`src/rtl/wprot_pkg.sv`:
```
package wprot_pkg;

    localparam int unsigned ADDR_W  = 3;
    localparam int unsigned BYTE_W  = 8;
    localparam int unsigned N_GUARD = 4;

    // address map; guarded registers are contiguous from A_TIME
    localparam logic [ADDR_W-1:0] A_KEY   = 3'd0;
    localparam logic [ADDR_W-1:0] A_CTRL  = 3'd1;
    localparam logic [ADDR_W-1:0] A_TIME  = 3'd2;

    // guarded registers that additionally need init mode (time, date, prescaler)
    localparam logic [N_GUARD-1:0] INIT_MASK = 4'b0111;

    localparam logic [BYTE_W-1:0] KEY_FIRST  = 8'hCA;
    localparam logic [BYTE_W-1:0] KEY_SECOND = 8'h53;

    typedef enum logic [1:0] {
        KS_LOCKED,
        KS_HALF,
        KS_OPEN
    } key_state_e;

    typedef struct packed {
        logic              en;
        logic [ADDR_W-1:0] addr;
        logic [BYTE_W-1:0] data;
    } host_wr_t;

endpackage

```
`src/rtl/wprot_key_fsm.sv`:
```
module wprot_key_fsm
    import wprot_pkg::*;
(
    input  logic     clk,
    input  logic     rst_n,
    input  host_wr_t wr,
    output logic     unlocked,
    output logic     relock
);

    typedef struct packed {
        key_state_e st;
    } key_regs_t;

    key_regs_t q, d;

    logic key_hit;
    logic other_hit;

    always_comb begin
        d         = q;
        key_hit   = wr.en && (wr.addr == A_KEY);
        other_hit = wr.en && (wr.addr != A_KEY);
        unique case (q.st)
            KS_LOCKED: begin
                if (key_hit && wr.data == KEY_FIRST) d.st = KS_HALF;
            end
            KS_HALF: begin
                if (key_hit) begin
                    d.st = (wr.data == KEY_SECOND) ? KS_OPEN : KS_LOCKED;
                end else if (other_hit) begin
                    d.st = KS_LOCKED;
                end
            end
            KS_OPEN: begin
                if (key_hit) d.st = KS_LOCKED;
            end
            default: d.st = KS_LOCKED;
        endcase
        relock = (q.st == KS_OPEN) && (d.st != KS_OPEN);
    end

    always_ff @(posedge clk or negedge rst_n) begin
        if (!rst_n) q <= '{st: KS_LOCKED};
        else        q <= d;
    end

    assign unlocked = (q.st == KS_OPEN);

endmodule

```
`src/rtl/wprot_init_sync.sv`:
```
module wprot_init_sync #(
    parameter int unsigned SYNC_TICKS = 3
) (
    input  logic clk,
    input  logic rst_n,
    input  logic slow_tick,
    input  logic unlocked,
    input  logic relock,
    input  logic ctrl_wr,
    input  logic ctrl_bit,
    output logic req,
    output logic ack,
    output logic synced
);

    localparam int unsigned CNT_W = (SYNC_TICKS < 2) ? 1 : $clog2(SYNC_TICKS);
    localparam logic [CNT_W-1:0] CNT_LAST = CNT_W'(SYNC_TICKS - 1);

    typedef struct packed {
        logic             req;
        logic             ack;
        logic             synced;
        logic [CNT_W-1:0] cnt;
    } init_regs_t;

    init_regs_t q, d;

    always_comb begin
        d = q;
        // request register
        if (relock) begin
            d.req = 1'b0;
        end else if (ctrl_wr && unlocked) begin
            d.req = ctrl_bit;
            if (ctrl_bit && !q.req) d.synced = 1'b0;
        end
        // acknowledge follows the request after SYNC_TICKS ticks
        if (q.req != q.ack) begin
            if (slow_tick) begin
                if (q.cnt == CNT_LAST) begin
                    d.cnt = '0;
                    d.ack = q.req;
                    if (!q.req) d.synced = 1'b1;
                end else begin
                    d.cnt = q.cnt + 1'b1;
                end
            end
        end else begin
            d.cnt = '0;
        end
    end

    always_ff @(posedge clk or negedge rst_n) begin
        if (!rst_n) q <= '0;
        else        q <= d;
    end

    assign req    = q.req;
    assign ack    = q.ack;
    assign synced = q.synced;

endmodule

```
`src/rtl/wprot_write_gate.sv`:
```
module wprot_write_gate
    import wprot_pkg::*;
(
    input  logic               clk,
    input  logic               rst_n,
    input  host_wr_t           wr,
    input  logic               unlocked,
    input  logic               init_ack,
    output logic [N_GUARD-1:0] we,
    output logic [BYTE_W-1:0]  wdata,
    output logic               err
);

    typedef struct packed {
        logic [N_GUARD-1:0] we;
        logic [BYTE_W-1:0]  wdata;
        logic               err;
    } gate_regs_t;

    gate_regs_t q, d;

    logic [N_GUARD-1:0] hit;
    logic [N_GUARD-1:0] allow;

    for (genvar g = 0; g < N_GUARD; g++) begin : g_slot
        assign hit[g] = wr.en && (wr.addr == A_TIME + ADDR_W'(g));
        if (INIT_MASK[g]) begin : g_init
            assign allow[g] = unlocked && init_ack;
        end else begin : g_plain
            assign allow[g] = unlocked;
        end
    end

    always_comb begin
        d    = q;
        d.we = hit & allow;
        if (|(hit & allow)) d.wdata = wr.data;
        if (|(hit & ~allow)) d.err = 1'b1;
    end

    always_ff @(posedge clk or negedge rst_n) begin
        if (!rst_n) q <= '0;
        else        q <= d;
    end

    assign we    = q.we;
    assign wdata = q.wdata;
    assign err   = q.err;

endmodule

```
`src/rtl/keyseq_wprot.sv`:
```
module keyseq_wprot
    import wprot_pkg::*;
#(
    parameter int unsigned SYNC_TICKS = 3
) (
    input  logic               clk,
    input  logic               rst_n,
    input  logic               slow_tick,
    input  logic               wr_en,
    input  logic [ADDR_W-1:0]  wr_addr,
    input  logic [BYTE_W-1:0]  wr_data,
    output logic               unlocked_o,
    output logic               init_req_o,
    output logic               init_ack_o,
    output logic               synced_o,
    output logic               wr_err_o,
    output logic [N_GUARD-1:0] reg_we_o,
    output logic [BYTE_W-1:0]  reg_wdata_o
);

    host_wr_t wr;
    logic     unlocked;
    logic     relock;
    logic     ack;

    assign wr = '{en: wr_en, addr: wr_addr, data: wr_data};

    wprot_key_fsm u_key (
        .clk      (clk),
        .rst_n    (rst_n),
        .wr       (wr),
        .unlocked (unlocked),
        .relock   (relock)
    );

    wprot_init_sync #(.SYNC_TICKS(SYNC_TICKS)) u_init (
        .clk       (clk),
        .rst_n     (rst_n),
        .slow_tick (slow_tick),
        .unlocked  (unlocked),
        .relock    (relock),
        .ctrl_wr   (wr_en && (wr_addr == A_CTRL)),
        .ctrl_bit  (wr_data[0]),
        .req       (init_req_o),
        .ack       (ack),
        .synced    (synced_o)
    );

    wprot_write_gate u_gate (
        .clk      (clk),
        .rst_n    (rst_n),
        .wr       (wr),
        .unlocked (unlocked),
        .init_ack (ack),
        .we       (reg_we_o),
        .wdata    (reg_wdata_o),
        .err      (wr_err_o)
    );

    assign unlocked_o = unlocked;
    assign init_ack_o = ack;

endmodule

```
`config.mk`:
```
export PLATFORM = sky130hd
export DESIGN_NAME = keyseq_wprot
export DESIGN_NICKNAME = d
export VERILOG_FILES = /design/src/rtl/wprot_pkg.sv /design/src/rtl/wprot_key_fsm.sv /design/src/rtl/wprot_init_sync.sv /design/src/rtl/wprot_write_gate.sv /design/src/rtl/keyseq_wprot.sv
export SDC_FILE = /design/constraint.sdc
export NUM_CORES = 1
export LEC_CHECK = 0
export BUFFER_PORTS_ARGS = -buffer_cell sky130_fd_sc_hd__buf_2
export CAP_MARGIN = 20
export CORE_ASPECT_RATIO = 0.8
export CORE_MARGIN = 5
export CORE_UTILIZATION = 40
export DETAILED_ROUTE_END_ITERATION = 8
export GPL_TIMING_DRIVEN = 0
export PLACE_DENSITY = 0.68
export SLEW_MARGIN = 0
export SYNTH_ARGS = -nofsm -noshare
export SYNTH_HDL_FRONTEND = slang
export SYNTH_HIERARCHICAL = 1
export SYNTH_SLANG_ARGS = --single-unit
export TNS_END_PERCENT = 100
```
`constraint.sdc`:
```
create_clock -name clk -period 2.64 [get_ports clk]
set_input_delay 0.396 -clock clk [delete_from_list [all_inputs] [get_ports clk]]
set_output_delay 0.396 -clock clk [all_outputs]
set_load 0.01 [all_outputs]
```
## Word level (Yosys, flattened, before mapping)

Cells that the tools add are included.
W data, S select, Z words.

| cells by class | value |
|---|---|
| add/subtract/negate cells | 1 |
| equal/unequal tests | 13 |
| bitwise logic cells | 3 |
| multiplexer cells | 17 |
| reductions and logical operators | 20 |

Operators with widths:

| cell | count |
|---|---|
| $mux W2 | 7 |
| $logic_and A1 B1 Y1 | 12 |
| $and A4 B4 Y4 | 2 |
| $eq A8 B7 Y1 const B | 1 |
| $eq A8 B8 Y1 const B | 1 |
| $mux W1 | 8 |
| $reduce_or A4 Y1 | 2 |
| $eq A3 B2 Y1 const B | 2 |
| $eq A3 B3 Y1 const B | 2 |
| $pmux W2 S3 | 1 |
| $eq A2 B2 Y1 const B | 2 |
| $ne A2 B2 Y1 const B | 2 |
| $not A4 Y4 | 1 |
| $eq A3 B1 Y1 const B | 1 |
| $logic_not A3 Y1 | 1 |
| $mux W3 | 1 |
| $reduce_and A3 Y1 | 1 |
| $reduce_bool A3 Y1 | 1 |
| $add A2 B1 Y2 const B | 1 |
| $eq A2 B1 Y1 const B | 1 |
| $logic_not A2 Y1 | 1 |
| $reduce_bool A2 Y1 | 1 |
| $logic_not A1 Y1 | 1 |
| $ne A1 B1 Y1 | 1 |

| word-level totals | value |
|---|---|
| input port bits | 15 |
| logic and storage cells | 62 |
| bits in registers | 20 |

## Depth between registers and ports, before layout

| logic depth | value |
|---|---|
| depth in word-level cells | 12 |
| gate-level depth with buffers | 6 |

## Modules after synthesis

Netlist, hierarchy kept.

By module, submodules not included:

| module | cells an instance | seq. area each (um^2) | area each (um^2) | times used |
|---|---|---|---|---|
| wprot_write_gate | 95 | 325.3 | 964.7 | 1 |
| wprot_init_sync | 23 | 125.1 | 246.5 | 1 |
| wprot_key_fsm | 14 | 50.0 | 162.7 | 1 |
| keyseq_wprot | 1 | 0.0 | 12.5 | 1 |

## Least setup slack after synthesis

OpenSTA, ideal clock, no wires.

| path | value |
|---|---|
| kind | reg2reg |
| start point | reg u_key/q[0] (netlist name) |
| end point | reg u_gate.q (netlist bit u_gate/wdata[0]) |
| arrival time | 1,266 ps |
| data required time | 2,512 ps |
| cell stages (with the launch flop) | 7 |
| clock period less this slack | 1,394 ps |
| setup time | 128 ps |
| setup slack | 1,246 ps |
| path buffers | 1 |
| cell sequence | dfrtp_1 nand2b_1 inv_1 clkbuf_4 nand2_2 a2bb2oi_1 nand3_1 |

| between the ends | value |
|---|---|
| cells in the longest elaborated chain, start to end | 4 |

Ends and longest elaborated chain:

| item | RTL line | RTL |
|---|---|---|
| start, declared | wprot_key_fsm.sv:15 | `key_regs_t q, d;` |
| start signal, assigned | wprot_key_fsm.sv:44 | `if (!rst_n) q <= '{st: KS_LOCKED};` |
| $eq A2 B2 Y1 (*) | wprot_key_fsm.sv:48 | `assign unlocked = (q.st == KS_OPEN);` |
| via unlocked_o | keyseq_wprot.sv:12 | `output logic unlocked_o,` |
| $logic_and A1 B1 Y1 | wprot_write_gate.sv:28 | `assign allow[g] = unlocked && init_ack;` |
| $and A4 B4 Y4 (*) | wprot_write_gate.sv:37 | `if (\|(hit & allow)) d.wdata = wr.data;` |
| $reduce_or A4 Y1 (*) | wprot_write_gate.sv:37 |  |
| end signal, assigned | wprot_write_gate.sv:42 | `if (!rst_n) q <= '0;` |
| end signal, assigned | wprot_write_gate.sv:43 | `else q <= d;` |
| end, declared | wprot_write_gate.sv:20 | `gate_regs_t q, d;` |

The timed path passes the listed nets; every way through them passes the cells marked *.
A chain may end at the register's enable or synchronous reset.

## Worst setup path after layout

| path | value |
|---|---|
| start point | reg u_key/q[0] (netlist name) |
| end point | reg u_gate.q (netlist bit u_gate/wdata[3]) |

| between the ends | value |
|---|---|
| cells in the longest elaborated chain, start to end | 4 |

Ends and longest elaborated chain:

| item | RTL line |
|---|---|
| $eq A2 B2 Y1 (*) | wprot_key_fsm.sv:48 |
| $logic_and A1 B1 Y1 | wprot_write_gate.sv:28 |
| $and A4 B4 Y4 (*) | wprot_write_gate.sv:37 |
| $reduce_or A4 Y1 (*) | wprot_write_gate.sv:37 |

Every way passes the cells marked *; elsewhere a longest branch is shown, timed or not.

==> results.toml <==
[sta]
fin_worst_skew_ns = 0.002066
fin_crit_sh_pct = 59.85
setup_slack_ns = 1.060
post-route-min-period_ns = 1.580
setup_violations = 0
relSlewSlack_pct = 68.52
finalHoldViolCount = 0
max_freq_ghz = 0.6329
tns_ns = 0
slew_viol_final = 0
rsz0062_at_grt = "no"
worst_pin_slew_ns = 0.4659

[outcome]
outcome = "finished clean"

[layout]
final_core_util_pct = 49.33
final_cells = 210
layout-area-overhead-vs-synth_pct = 20.13
diodes = 0
nNetsFinal = 184
drive_gt1_share_pct = 34.52

[synth]
syn_inst = 133
syn_nets = 148
synth-async-reset-ratio_pct = 100.0
synth_area_sq_mm = 0.001386
netlist-cell-type-count = 43
yosys_register_bits = 20
synth_flop_cell = "dfrtp_1"
seq_area_frac_synth_pct = 36.10
synth_enable_flop_cells = 0
avgSynthCellArea_sq_um = 10.42
ys_warn_count = 6

[pwr]
peakVddDrop_v = 0.0002964
p_leak_uw = 0.0007357
total_power_uw = 747.7
power.density_mw_per_mm2 = 449.0

[die]
start_util_pct = 41.07
die_x_um = 75.82
die_area_sq_mm = 0.004751
fp.dieH_um = 62.66
placementRows = 19
boundaryPins = 32
coreArea_sq_mm = 0.003376

[cts]
cts_inserted_buffers = 3
cts-root-buf = "clkbuf_8"
tritoncts = "yes"
cts.sink_count = 20
hold_buffers = 0
clk_pin_slew_ns = 0.08
cts.path.max_buffers = 2
cts_resized = 0
h-tree-depth = 1
worstSkewPairLatency_ns = 0.26
post_cts_buffers = 0

[placement]
dp_cells = 206
port_buffers = 31
gp_congestion = 0.7256
place_ws_ns = 1.083
place_hpwl_um = 2349

[worst_setup_path]
critPathRequiredTime_ns = 2.78
setup.worst_path.start = "u_key/q[0]"
critPathMaxFanout = 10
cp.arrival_ns = 1.72
ff2ff_path_depth = 6
cp-start-kind = "flop"
r2r_setup_slack_ns = 1.06
r2r_end = "u_gate/wdata[3]"
worstSetupPathType = "reg -> reg"
critical_path.slowest_cell = "dfrtp_1"
crit_chain = "nand2b_1, inv_1, clkbuf_4, nand2_2, a2bb2oi_1, nand3_1"
max_stage_delay_ns = 0.39
timing.rr.start = "u_key/q[0]"
critPathCaptureType = "flop"

[route]
drtIter0Drc = 100
drt-vias-per-instance = 5.443
drt_wl_total_um = 3302
routedWlPerCell_um = 15.72
antenna_left = 0
dr.pass1.iters = 4
drc_errors = 0
via_count = 1143

[grt]
use_met2_pct = 23.93
antenna_found_initial = 0
use_met1_pct = 21.43
met3_usage_pct = 4.180
grt_use_total_pct = 15.39
grt_pass1_wl_um = 5761
grt_pass1_vias = 1187
grt_overflow = 0
grt.busiest_layer = "met2"
grt_max_degree = 21

[hold_path]
hp-class = "in -> async"

[job]
drv_cap = 0
cell type report:
type                            count  area (sq um)
Multi-Input combinational cell    100         764.5
Tap cell                           42         52.55
Inverter                            3         11.26
Clock buffer                        3         41.29
Buffer                             10         110.1
Sequential cell                    20         500.5
Fill cell                         315          1710
Clock inverter                      1         30.03
Timing Repair Buffer               31         155.1
where the power goes:
part / internal, uW / switching, uW / total, uW
Combinational: 54.7 / 62.0 / 117
Clock: 202 / 107 / 309
Sequential: 313 / 8.97 / 322
synth_stat cells, types with 2 or more instances:
| cell type | count | area share [%] |
|---|---|---|
| dfrtp_1 | 20 | 36 |
| nand2_1 | 14 | 3.8 |
| mux2i_1 | 8 | 5.8 |
| nand3_1 | 8 | 2.9 |
| nand4_1 | 8 | 3.6 |
| nor2b_1 | 8 | 3.6 |
| a2bb2oi_1 | 7 | 4.4 |
| and4b_1 | 7 | 5.1 |
| a21oi_1 | 4 | 1.4 |
| buf_6 | 4 | 3.2 |
| inv_1 | 3 | 0.81 |
| nand2b_1 | 3 | 1.4 |
| nand3b_1 | 3 | 1.6 |
| and2_1 | 2 | 0.90 |
| buf_4 | 2 | 1.1 |
| clkbuf_4 | 2 | 1.1 |
| nand2_2 | 2 | 0.90 |
| nor2_1 | 2 | 0.54 |
| nor3b_1 | 2 | 1.1 |
logic make-up after synthesis:
family | after synthesis | share of synthesized area, %
AOI/OAI and AO/OA | 19 | 12.01
xor gates and xnor gates | 1 | 0.6319
buffers and inverters | 13 | 8.753
DFF | 20 | 36.10
muxes | 9 | 6.859
and+or+nand+nor | 71 | 35.65
worst max-delay path, delay by kind of cell, from the launching register on:
kind / cells / cell delay [ns]
compound gates: 1 / 0.22
buf+inv: 2 / 0.37
flops: 1 / 0.39
simple gates: 3 / 0.47
cell usage in the layout, fill, tap and decap left out, types with 3 or more instances in the layout:
cell       count
nor2b_1        8
mux2i_1        8
nand3b_1       3
nand3_1        8
and4b_1        7
a2bb2oi_1      7
a21oi_1        4
clkbuf_8       3
dfrtp_1       20
nand2b_1       3
inv_1          3
buf_6          4
buf_2         31
nand4_1        8
nand2_1       14
per-stage QoR:
step,hold WS (ns),cell area (sq um)
after floorplan,0.1004,1386
after global placement,0.3715,1594
after detailed placement,0.3807,1594
after CTS,0.09090,1665
after global routing,0.1163,1665
final,0.08071,1665
flip-flops by register name (all words and copies together) (netlist names):
signal and flops:
u_gate/wdata 8, u_init/ack 1, u_init/q 2, u_init/req 1, u_key/q 2, u_gate/we 4, u_init/synced 1, u_gate/err 1
worst max-delay path by stage:
stage | endpoint | slack (ns) | depth (start not counted)
5_1_grt | u_gate/wdata[6] | 0.88 | 6
3_5_place_dp | u_gate/wdata[5] | 1.08 | 6
6_report | u_gate/wdata[3] | 1.06 | 6
4_1_cts | u_gate/wdata[5] | 1.07 | 6
3_3_place_gp | u_gate/wdata[7] | 1.13 | 6
2_1_floorplan | u_gate/wdata[0] | 1.25 | 6
routing by layer:
metal,vias to the layer above,share of wire [%]
met3,2,5.7
met5,-,0
met2,34,48
li1,561,-
met1,546,46
met4,0,0.51
(Power assumes the default switching activity.)
